`config.mk`:
```
export PLATFORM = sky130hd
export DESIGN_NAME = i2c_addr_match
export DESIGN_NICKNAME = d
export VERILOG_FILES = /design/src/rtl/addr_match_pkg.sv /design/src/rtl/amatch_cmp.sv /design/src/rtl/amatch_rwreg.sv /design/src/rtl/amatch_flags.sv /design/src/rtl/i2c_addr_match.sv
export SDC_FILE = /design/constraint.sdc
export NUM_CORES = 1
export LEC_CHECK = 0
export CORE_AREA = 5 5 42 44
export CTS_CLUSTER_SIZE = 14
export DETAILED_ROUTE_END_ITERATION = 10
export DIE_AREA = 0 0 47 49
export PLACE_DENSITY = 0.6
export SYNTH_ARGS = -nofsm -noshare
export SYNTH_HDL_FRONTEND = slang
export SYNTH_SLANG_ARGS = --single-unit
```
`constraint.sdc`:
```
create_clock -name clk -period 2.1 [get_ports clk]
set_input_delay 0.42 -clock clk [delete_from_list [all_inputs] [get_ports clk]]
set_output_delay 0.42 -clock clk [all_outputs]
set_load 0.1 [all_outputs]
```
`src/rtl/addr_match_pkg.sv`:
```
package addr_match_pkg;
  localparam int BYTE_W = 8;
  localparam int HI_W   = BYTE_W - 1;

  typedef enum logic { MODE_7B = 1'b0, MODE_10B = 1'b1 } amode_e;

  // address agreement for one received byte
  function automatic logic f_addr_hit(
    input logic [BYTE_W-1:0] rx,
    input logic [HI_W-1:0]   hi,
    input logic              rw,
    input amode_e            mode
  );
    logic hi_eq;
    hi_eq = (rx[BYTE_W-1:1] == hi);
    if (mode == MODE_10B) return hi_eq && (rx[0] == rw);
    return hi_eq;
  endfunction

  function automatic logic f_is_gcall(input logic [BYTE_W-1:0] rx);
    return (rx == '0);
  endfunction
endpackage

```
`src/rtl/amatch_cmp.sv`:
```
module amatch_cmp
  import addr_match_pkg::*;
#(
  parameter int W = BYTE_W
) (
  input  logic [W-1:0] rx,
  input  logic [W-2:0] hi,
  input  logic         rw,
  input  logic         ten,
  output logic         hit,
  output logic         gc,
  output logic         dir
);
  localparam int HW = W - 1;

  logic [W-1:0] bit_eq;
  logic         fn_hit;

  genvar gi;
  generate
    for (gi = 1; gi < W; gi++) begin : g_hi
      assign bit_eq[gi] = (rx[gi] == hi[gi-1]);
    end
  endgenerate
  // direction position: compared only in 10-bit mode
  assign bit_eq[0] = ten ? (rx[0] == rw) : 1'b1;

  assign fn_hit = f_addr_hit(rx, hi, rw, amode_e'(ten));
  assign gc     = f_is_gcall(rx);
  assign hit    = (&bit_eq) && !gc;
  assign dir    = rx[0];

  always_comb begin
    if (HW > 0) AST_CMP_FN_AGREE: assert (gc || (hit == fn_hit));
  end
endmodule

```
`src/rtl/amatch_rwreg.sv`:
```
module amatch_rwreg (
  input  logic clk,
  input  logic rst_n,
  input  logic we,
  input  logic wdata,
  output logic rw_q
);
  always_ff @(posedge clk or negedge rst_n) begin
    if (!rst_n)  rw_q <= 1'b0;
    else if (we) rw_q <= wdata;
  end

  AST_RW_LOAD: assert property (@(posedge clk) disable iff (!rst_n)
    we |=> (rw_q == $past(wdata)));
  AST_RW_KEEP: assert property (@(posedge clk) disable iff (!rst_n)
    !we |=> $stable(rw_q));
endmodule

```
`src/rtl/amatch_flags.sv`:
```
module amatch_flags (
  input  logic clk,
  input  logic rst_n,
  input  logic bus_clr,
  input  logic eval,
  input  logic hit,
  input  logic gc,
  input  logic dir,
  output logic sel_q,
  output logic gc_q,
  output logic dir_q
);
  always_ff @(posedge clk or negedge rst_n) begin
    if (!rst_n) begin
      sel_q <= 1'b0;
      gc_q  <= 1'b0;
      dir_q <= 1'b0;
    end else if (bus_clr) begin
      sel_q <= 1'b0;
      gc_q  <= 1'b0;
      dir_q <= 1'b0;
    end else if (eval) begin
      sel_q <= hit;
      gc_q  <= gc;
      dir_q <= hit & dir;
    end
  end

  AST_CLEAR_ON_BUS: assert property (@(posedge clk) disable iff (!rst_n)
    bus_clr |=> (!sel_q && !gc_q && !dir_q));
  AST_HOLD_NO_EVAL: assert property (@(posedge clk) disable iff (!rst_n)
    (!eval && !bus_clr) |=> ($stable(sel_q) && $stable(gc_q) && $stable(dir_q)));
  AST_GC_NOT_SEL: assert property (@(posedge clk) disable iff (!rst_n)
    !(sel_q && gc_q));
  AST_DIR_IDLE: assert property (@(posedge clk) disable iff (!rst_n)
    !sel_q |-> !dir_q);
  AST_DIR_WITH_SEL: assert property (@(posedge clk) disable iff (!rst_n)
    (eval && !bus_clr && hit) |=> (sel_q && (dir_q == $past(dir))));
endmodule

```
`src/rtl/i2c_addr_match.sv`:
```
module i2c_addr_match
  import addr_match_pkg::*;
#(
  parameter int W = BYTE_W
) (
  input  logic         clk,
  input  logic         rst_n,
  input  logic [W-1:0] rx_byte,
  input  logic         byte_vld,
  input  logic         byte_first,
  input  logic         bus_start,
  input  logic         bus_stop,
  input  logic         ten_bit,
  input  logic [W-2:0] own_hi,
  input  logic         rw_we,
  input  logic         rw_wdata,
  output logic         own_rw,
  output logic         slv_sel,
  output logic         gcall,
  output logic         dir_rd
);
  // named internal events
  logic bus_clr;
  logic eval;
  logic cmp_hit;
  logic cmp_gc;
  logic cmp_dir;

  assign bus_clr = bus_start | bus_stop;
  assign eval    = byte_vld & byte_first & ~bus_clr;

  amatch_rwreg u_rw (
    .clk   (clk),
    .rst_n (rst_n),
    .we    (rw_we),
    .wdata (rw_wdata),
    .rw_q  (own_rw)
  );

  amatch_cmp #(.W(W)) u_cmp (
    .rx  (rx_byte),
    .hi  (own_hi),
    .rw  (own_rw),
    .ten (ten_bit),
    .hit (cmp_hit),
    .gc  (cmp_gc),
    .dir (cmp_dir)
  );

  amatch_flags u_flags (
    .clk     (clk),
    .rst_n   (rst_n),
    .bus_clr (bus_clr),
    .eval    (eval),
    .hit     (cmp_hit),
    .gc      (cmp_gc),
    .dir     (cmp_dir),
    .sel_q   (slv_sel),
    .gc_q    (gcall),
    .dir_q   (dir_rd)
  );

  AST_LATER_BYTE_IGNORED: assert property (@(posedge clk) disable iff (!rst_n)
    (byte_vld && !byte_first && !bus_clr) |=> $stable(slv_sel));
  AST_SEVEN_BIT_MATCH: assert property (@(posedge clk) disable iff (!rst_n)
    (eval && !ten_bit && (rx_byte[W-1:1] == own_hi) && (rx_byte != '0)) |=> slv_sel);
endmodule

```
Word level (Yosys, flattened, before mapping) --
Cells that the tools add are included.
Storage, ports and cells: bits in registers 4, RAM bits 0, latch bits 0, word-level logic and storage cells 29, bits in read-only memories 0, memories 0, input port bits 24
Cells by class: reduce and logical (&&, ||, !) cells 5, multiplexer cells 7, divide/modulo/power cells 0, order comparisons 0, add/sub/neg operators 0, multipliers 0, bitwise gates (word level) 5, shifts and indexed selects 0, equal/unequal tests 8
Operator list (number):
- equality test 1 bit | 8
- zero test 8 bit | 1
- AND reduction 8 bit | 1
- two-way mux 1 bit | 7
- bitwise AND 1 bit | 3
- nonzero test 2 bit | 1
- logical AND 1 bit | 1
- zero test 1 bit | 1
- NOT 1 bit | 1
- OR 1 bit | 1

Longest topological paths before layout --
depth after elaboration 7, gate-level depth with buffers 4, depth with buffers taken out 4

By module --
From an unflattened synthesis, not the netlist that was laid out.
Second synthesis, totals: cells, all modules 29, area, all modules 297.8 um^2
By module, submodules not included:
- amatch_cmp | times used 1, sequential area each 0.0 um^2, area each 120.1 um^2, cells an instance 15
- amatch_flags | times used 1, sequential area each 75.1 um^2, area each 118.9 um^2, cells an instance 10
- amatch_rwreg | times used 1, sequential area each 25.0 um^2, area each 40.0 um^2, cells an instance 2
- i2c_addr_match | times used 1, sequential area each 0.0 um^2, area each 18.8 um^2, cells an instance 2

Worst setup path before layout --
OpenSTA, ideal clock, no wires.
path kind reg-to-reg, start point register u_rw.rw_q, end point register u_flags.dir_q, arrival 1.555 ns, cell stages (with the launch flop) 5, path buffers 0, slack 0.468 ns, setup time 0.077 ns, clock period less this slack 1.632 ns, cells stage by stage dfrtp_1 -> xor2_1 -> a211oi_1 -> nand4_1 -> o21ai_1
Between the ends: cells in the longest elaborated chain, start to end 7
Ends and longest elaborated chain:
- start, declared | RTL line amatch_rwreg.sv:6 | output logic rw_q
- start signal, assigned | RTL line amatch_rwreg.sv:10 | else if (we) rw_q <= wdata;
- equality test 1 bit | RTL line amatch_cmp.sv:26 | assign bit_eq[0] = ten ? (rx[0] == rw) : 1'b1;
- two-way mux 1 bit | RTL line amatch_cmp.sv:26
- AND reduction 8 bit | RTL line amatch_cmp.sv:30 | assign hit = (&bit_eq) && !gc;
- logical AND 1 bit | RTL line amatch_cmp.sv:30
- bitwise AND 1 bit | RTL line amatch_flags.sv:25 | dir_q <= hit & dir;
- two-way mux 1 bit | RTL line amatch_flags.sv:22 | end else if (eval) begin
- two-way mux 1 bit | RTL line amatch_flags.sv:18 | end else if (bus_clr) begin
- end signal, assigned | RTL line amatch_flags.sv:25
- end, declared | RTL line amatch_flags.sv:11 | output logic dir_q
Every way passes these cells. The select of a mux whose other input is x is not followed. A chain may end at the register's enable or synchronous reset.

Worst setup path in the final report --
start point input port rx_byte[7], end point register u_flags.dir_q
Between the ends: cells in the longest elaborated chain, start to end 6
Ends and longest elaborated chain:
- start, declared | RTL line i2c_addr_match.sv:8 | input logic [W-1:0] rx_byte,
- equality test 1 bit or zero test 8 bit (tied branches) | RTL line amatch_cmp.sv:22, addr_match_pkg.sv:21
- AND reduction 8 bit or zero test 1 bit (tied branches) | RTL line amatch_cmp.sv:30
- logical AND 1 bit (*) | RTL line amatch_cmp.sv:30
- bitwise AND 1 bit (*) | RTL line amatch_flags.sv:25
- two-way mux 1 bit (*) | RTL line amatch_flags.sv:22
- two-way mux 1 bit (*) | RTL line amatch_flags.sv:18
Every way passes the cells marked *; elsewhere a longest branch is shown, timed or not. The select of a mux whose other input is x is not followed.

==> flow_summary_export.csv <==
group,metric,value,unit
worst_setup_path,startpoint_type,"input port",
floorplan,rows,14,
timing,fin_tns_setup,0,ns
finish,fill_cells,157,
detailed_routing,drtIter0Drc,3,
global_route,antenna_found_initial,0,
placed_design,dp_worst_setup_slack,0.4343,ns
worst_setup_path,worst_ep_required_time,2.26,ns
timing,tightestPinTransition,0.2901,ns
outcome,status,"finished clean",
min_path,hold_path.class,"input port to async pin",
yosys,ys_warn_count,0,
global_route,track_usage,8.333,%
worst_setup_path,crit_fanout,2,
global_route,grt_max_degree,6,
worst_setup_path,worstSetupPathType,"input port to register",
run,maxCapViolCount,0,
yosys,synth_commonest_cells,"8 x xor2_1, 4 x dfrtp_1, 4 x nand2_1",
finish,nets,86,
timing,rsz0062_at_grt,"false",
finish,regArea,100.1,µm²
floorplan,die_w,47,µm
worst_setup_path,critical_path.slowest_cell,"clkdlybuf4s50_1",
clock_network,hold_buffers,0,
clock_network,cts_tree,"yes",
finish,synthToLayoutAreaGrowth,110.0,%
clock_network,cts-root-buf,"clkbuf_4",
finish,drive_gt1_share,15.00,%
floorplan,die_y,49,µm
global_route,grt_pass1_vias,319,
floorplan,die_area,2303,µm²
timing,slew_headroom,80.48,%
yosys,synthTopCellsByArea,"dfrtp_1 36%, xor2_1 25%, nor4_1 6.8%",
yosys,synth-seq-cells,4,
timing,setup_violations,0,
timing,final.setup_skew,0.0009694,ns
worst_setup_path,arrival,1.57,ns
timing,min_period_over_period,67.35,%
timing,fmax,707.0,MHz
detailed_routing,first_pass_iters,2,
yosys,synth-seq-area-share,36.36,%
yosys,yosysMostFrequentCell,"xor2_1",
global_route,grt.overflow.total,0,
detailed_routing,drt-total-wl,846,µm
placed_design,hpwl,744.2,µm
yosys,synth_edf_count,0,
clock_network,cts_resized,0,
clock_network,cts_sinks,4,
worst_setup_path,rr_worst_depth,4,
worst_setup_path,rrSetupSlack,0.97,ns
placed_design,dp.cells,73,
yosys,syn_avg_cell_area,9.175,µm²
yosys,synth_cell_types,14,
yosys,synth_top_flop_cell,"dfrtp_1",
yosys,synth_area_leader_cell,"dfrtp_1",
clock_network,clockBufferDepth,2,
timing,hold_viol,0,
pwr,cellLeakagePower,0.2446,nW
yosys,async_flop_share,100.0,%
yosys,syn_nets,54,
clock_network,insertion_delay,0.23,ns
pwr,powerDensity,460.5,nW/µm²
yosys,synth_top_area_share,36.36,%
yosys,netlist_instances,30,
worst_setup_path,critPathMaxStageDelay,0.45,ns
timing,slew_viol_final,0,
clock_network,cts_buffers,3,
finish,final_cells,76,
floorplan,ios,28,
clock_network,post_cts_buffers,0,
timing,period_minus_slack,1.414,ns
placed_design,io_buffers,27,
floorplan,start_util,19.64,%
placed_design,gp_congestion,0.6893,
detailed_routing,via_per_inst,4.303,
finish,multi_input_area,171.4,µm²
clock_network,clk_pin_slew,0.04,ns
finish,antennaDiodeCount,0,
pwr,ir_drop,301.7,µV
clock_network,htree_levels,1,
detailed_routing,num_vias,327,
worst_setup_path,r2r-start,"u_rw.rw_q",
timing,setup_ws,0.6855,ns
detailed_routing,drc,0,
detailed_routing,wl_per_cell,11.13,µm
detailed_routing,antenna_left,0,
global_route,grt_first_pass_wirelength,1.338,mm
worst_setup_path,r2r-end,"u_flags.dir_q",
worst_setup_path,path_cells,"clkdlybuf4s50_1, xor2_1, nor4_2, nand4_1, o21ai_1",
floorplan,coreArea,1401,µm²
worst_setup_path,crit_path_end_kind,"register",
yosys,netlist_area,275.3,µm²
## logic make-up (layout without fill, tap and decap cells)
| family | count (synthesis) | in the layout | share of synthesized area, % |
|---|---|---|---|
| simple gates | 13 | 13 | 26.36 |
| mux | 1 | 1 | 4.091 |
| flops | 4 | 4 | 36.37 |
| xor+xnor | 8 | 8 | 25.46 |
| buf+inv | 1 | 31 | 1.362 |
| compound gates | 3 | 3 | 6.361 |
## worst max path at each step
| stage | end | startpoint | slack [ns] | cells after the start |
|---|---|---|---|---|
| floorplan | u_flags.dir_q | u_rw.rw_q | 0.47 | 4 |
| CTS | u_flags.dir_q | rx_byte[7] | 0.68 | 5 |
| global route | u_flags.gc_q | rx_byte[5] | 0.51 | 5 |
| global placement | u_flags.dir_q | rx_byte[7] | 0.44 | 5 |
| finish | u_flags.dir_q | rx_byte[7] | 0.69 | 5 |
| detailed placement | u_flags.dir_q | rx_byte[7] | 0.43 | 5 |
## cell type report
type | instances | area share, %
sequential | 4 | 17.32
clock buffer | 3 | 3.896
timing repair buffer | 27 | 45.02
inverter | 1 | 0.6494
multi-input combinational | 25 | 29.65
tap | 16 | 3.463
## worst max-delay path: cells and delay by family
| family | cells | cell delay, ns |
|---|---|---|
| buffers and inverters | 1 | 0.45 |
| XOR/XNOR | 1 | 0.16 |
| AO/OA/AOI/OAI | 1 | 0.14 |
| AND/OR/NAND/NOR | 2 | 0.40 |
## metrics by stage
stage	hold slack (ns)	util, %	power (mW)	area [µm²]
2_1_floorplan	0.1244	-	0.1155	275.3
3_3_place_gp	0.5158	39.64	0.1707	555.5
3_5_place_dp	0.5226	39.64	0.1713	555.5
4_1_cts	0.3861	41.25	0.2728	578.1
5_1_grt	0.3843	41.25	0.2886	578.1
6_report	0.3886	41.25	0.2662	578.1
## cells in the final DEF, fill, tap and decap left out
cell and instances:
clkdlybuf4s50_1 23, xor2_1 8, nand2_1 4, buf_4 4
dfrtp_1 4, nor4_1 3, clkbuf_4 3, nand3_1 2
mux2_2 1, inv_1 1, nor4_2 1, a211oi_1 1
nand4_1 1, nor2_1 1, o21ai_1 1, o21ai_0 1
and2_1 1
## flip-flops by register name (all words and copies together), names as in the netlist
register	count
u_flags.dir_q	1
u_flags.gc_q	1
u_flags.sel_q	1
u_rw.rw_q	1
## routing by layer
| layer | wire, µm | track usage [%] |
|---|---|---|
| met5 | 0 | 0 |
| met4 | 0 | 2.765 |
| met3 | 121 | 7.011 |
| met2 | 369 | 11.54 |
| met1 | 354 | 9.313 |
## power by group
part / internal [mW] / total (mW) / switching (mW)
combinational: 0.0509 / 0.0880 / 0.0372
clock: 0.0640 / 0.0968 / 0.0328
sequential: 0.0794 / 0.0813 / 0.00189
total: 0.194 / 0.266 / 0.0718
Note: power is estimated with default switching activity, not from simulation.
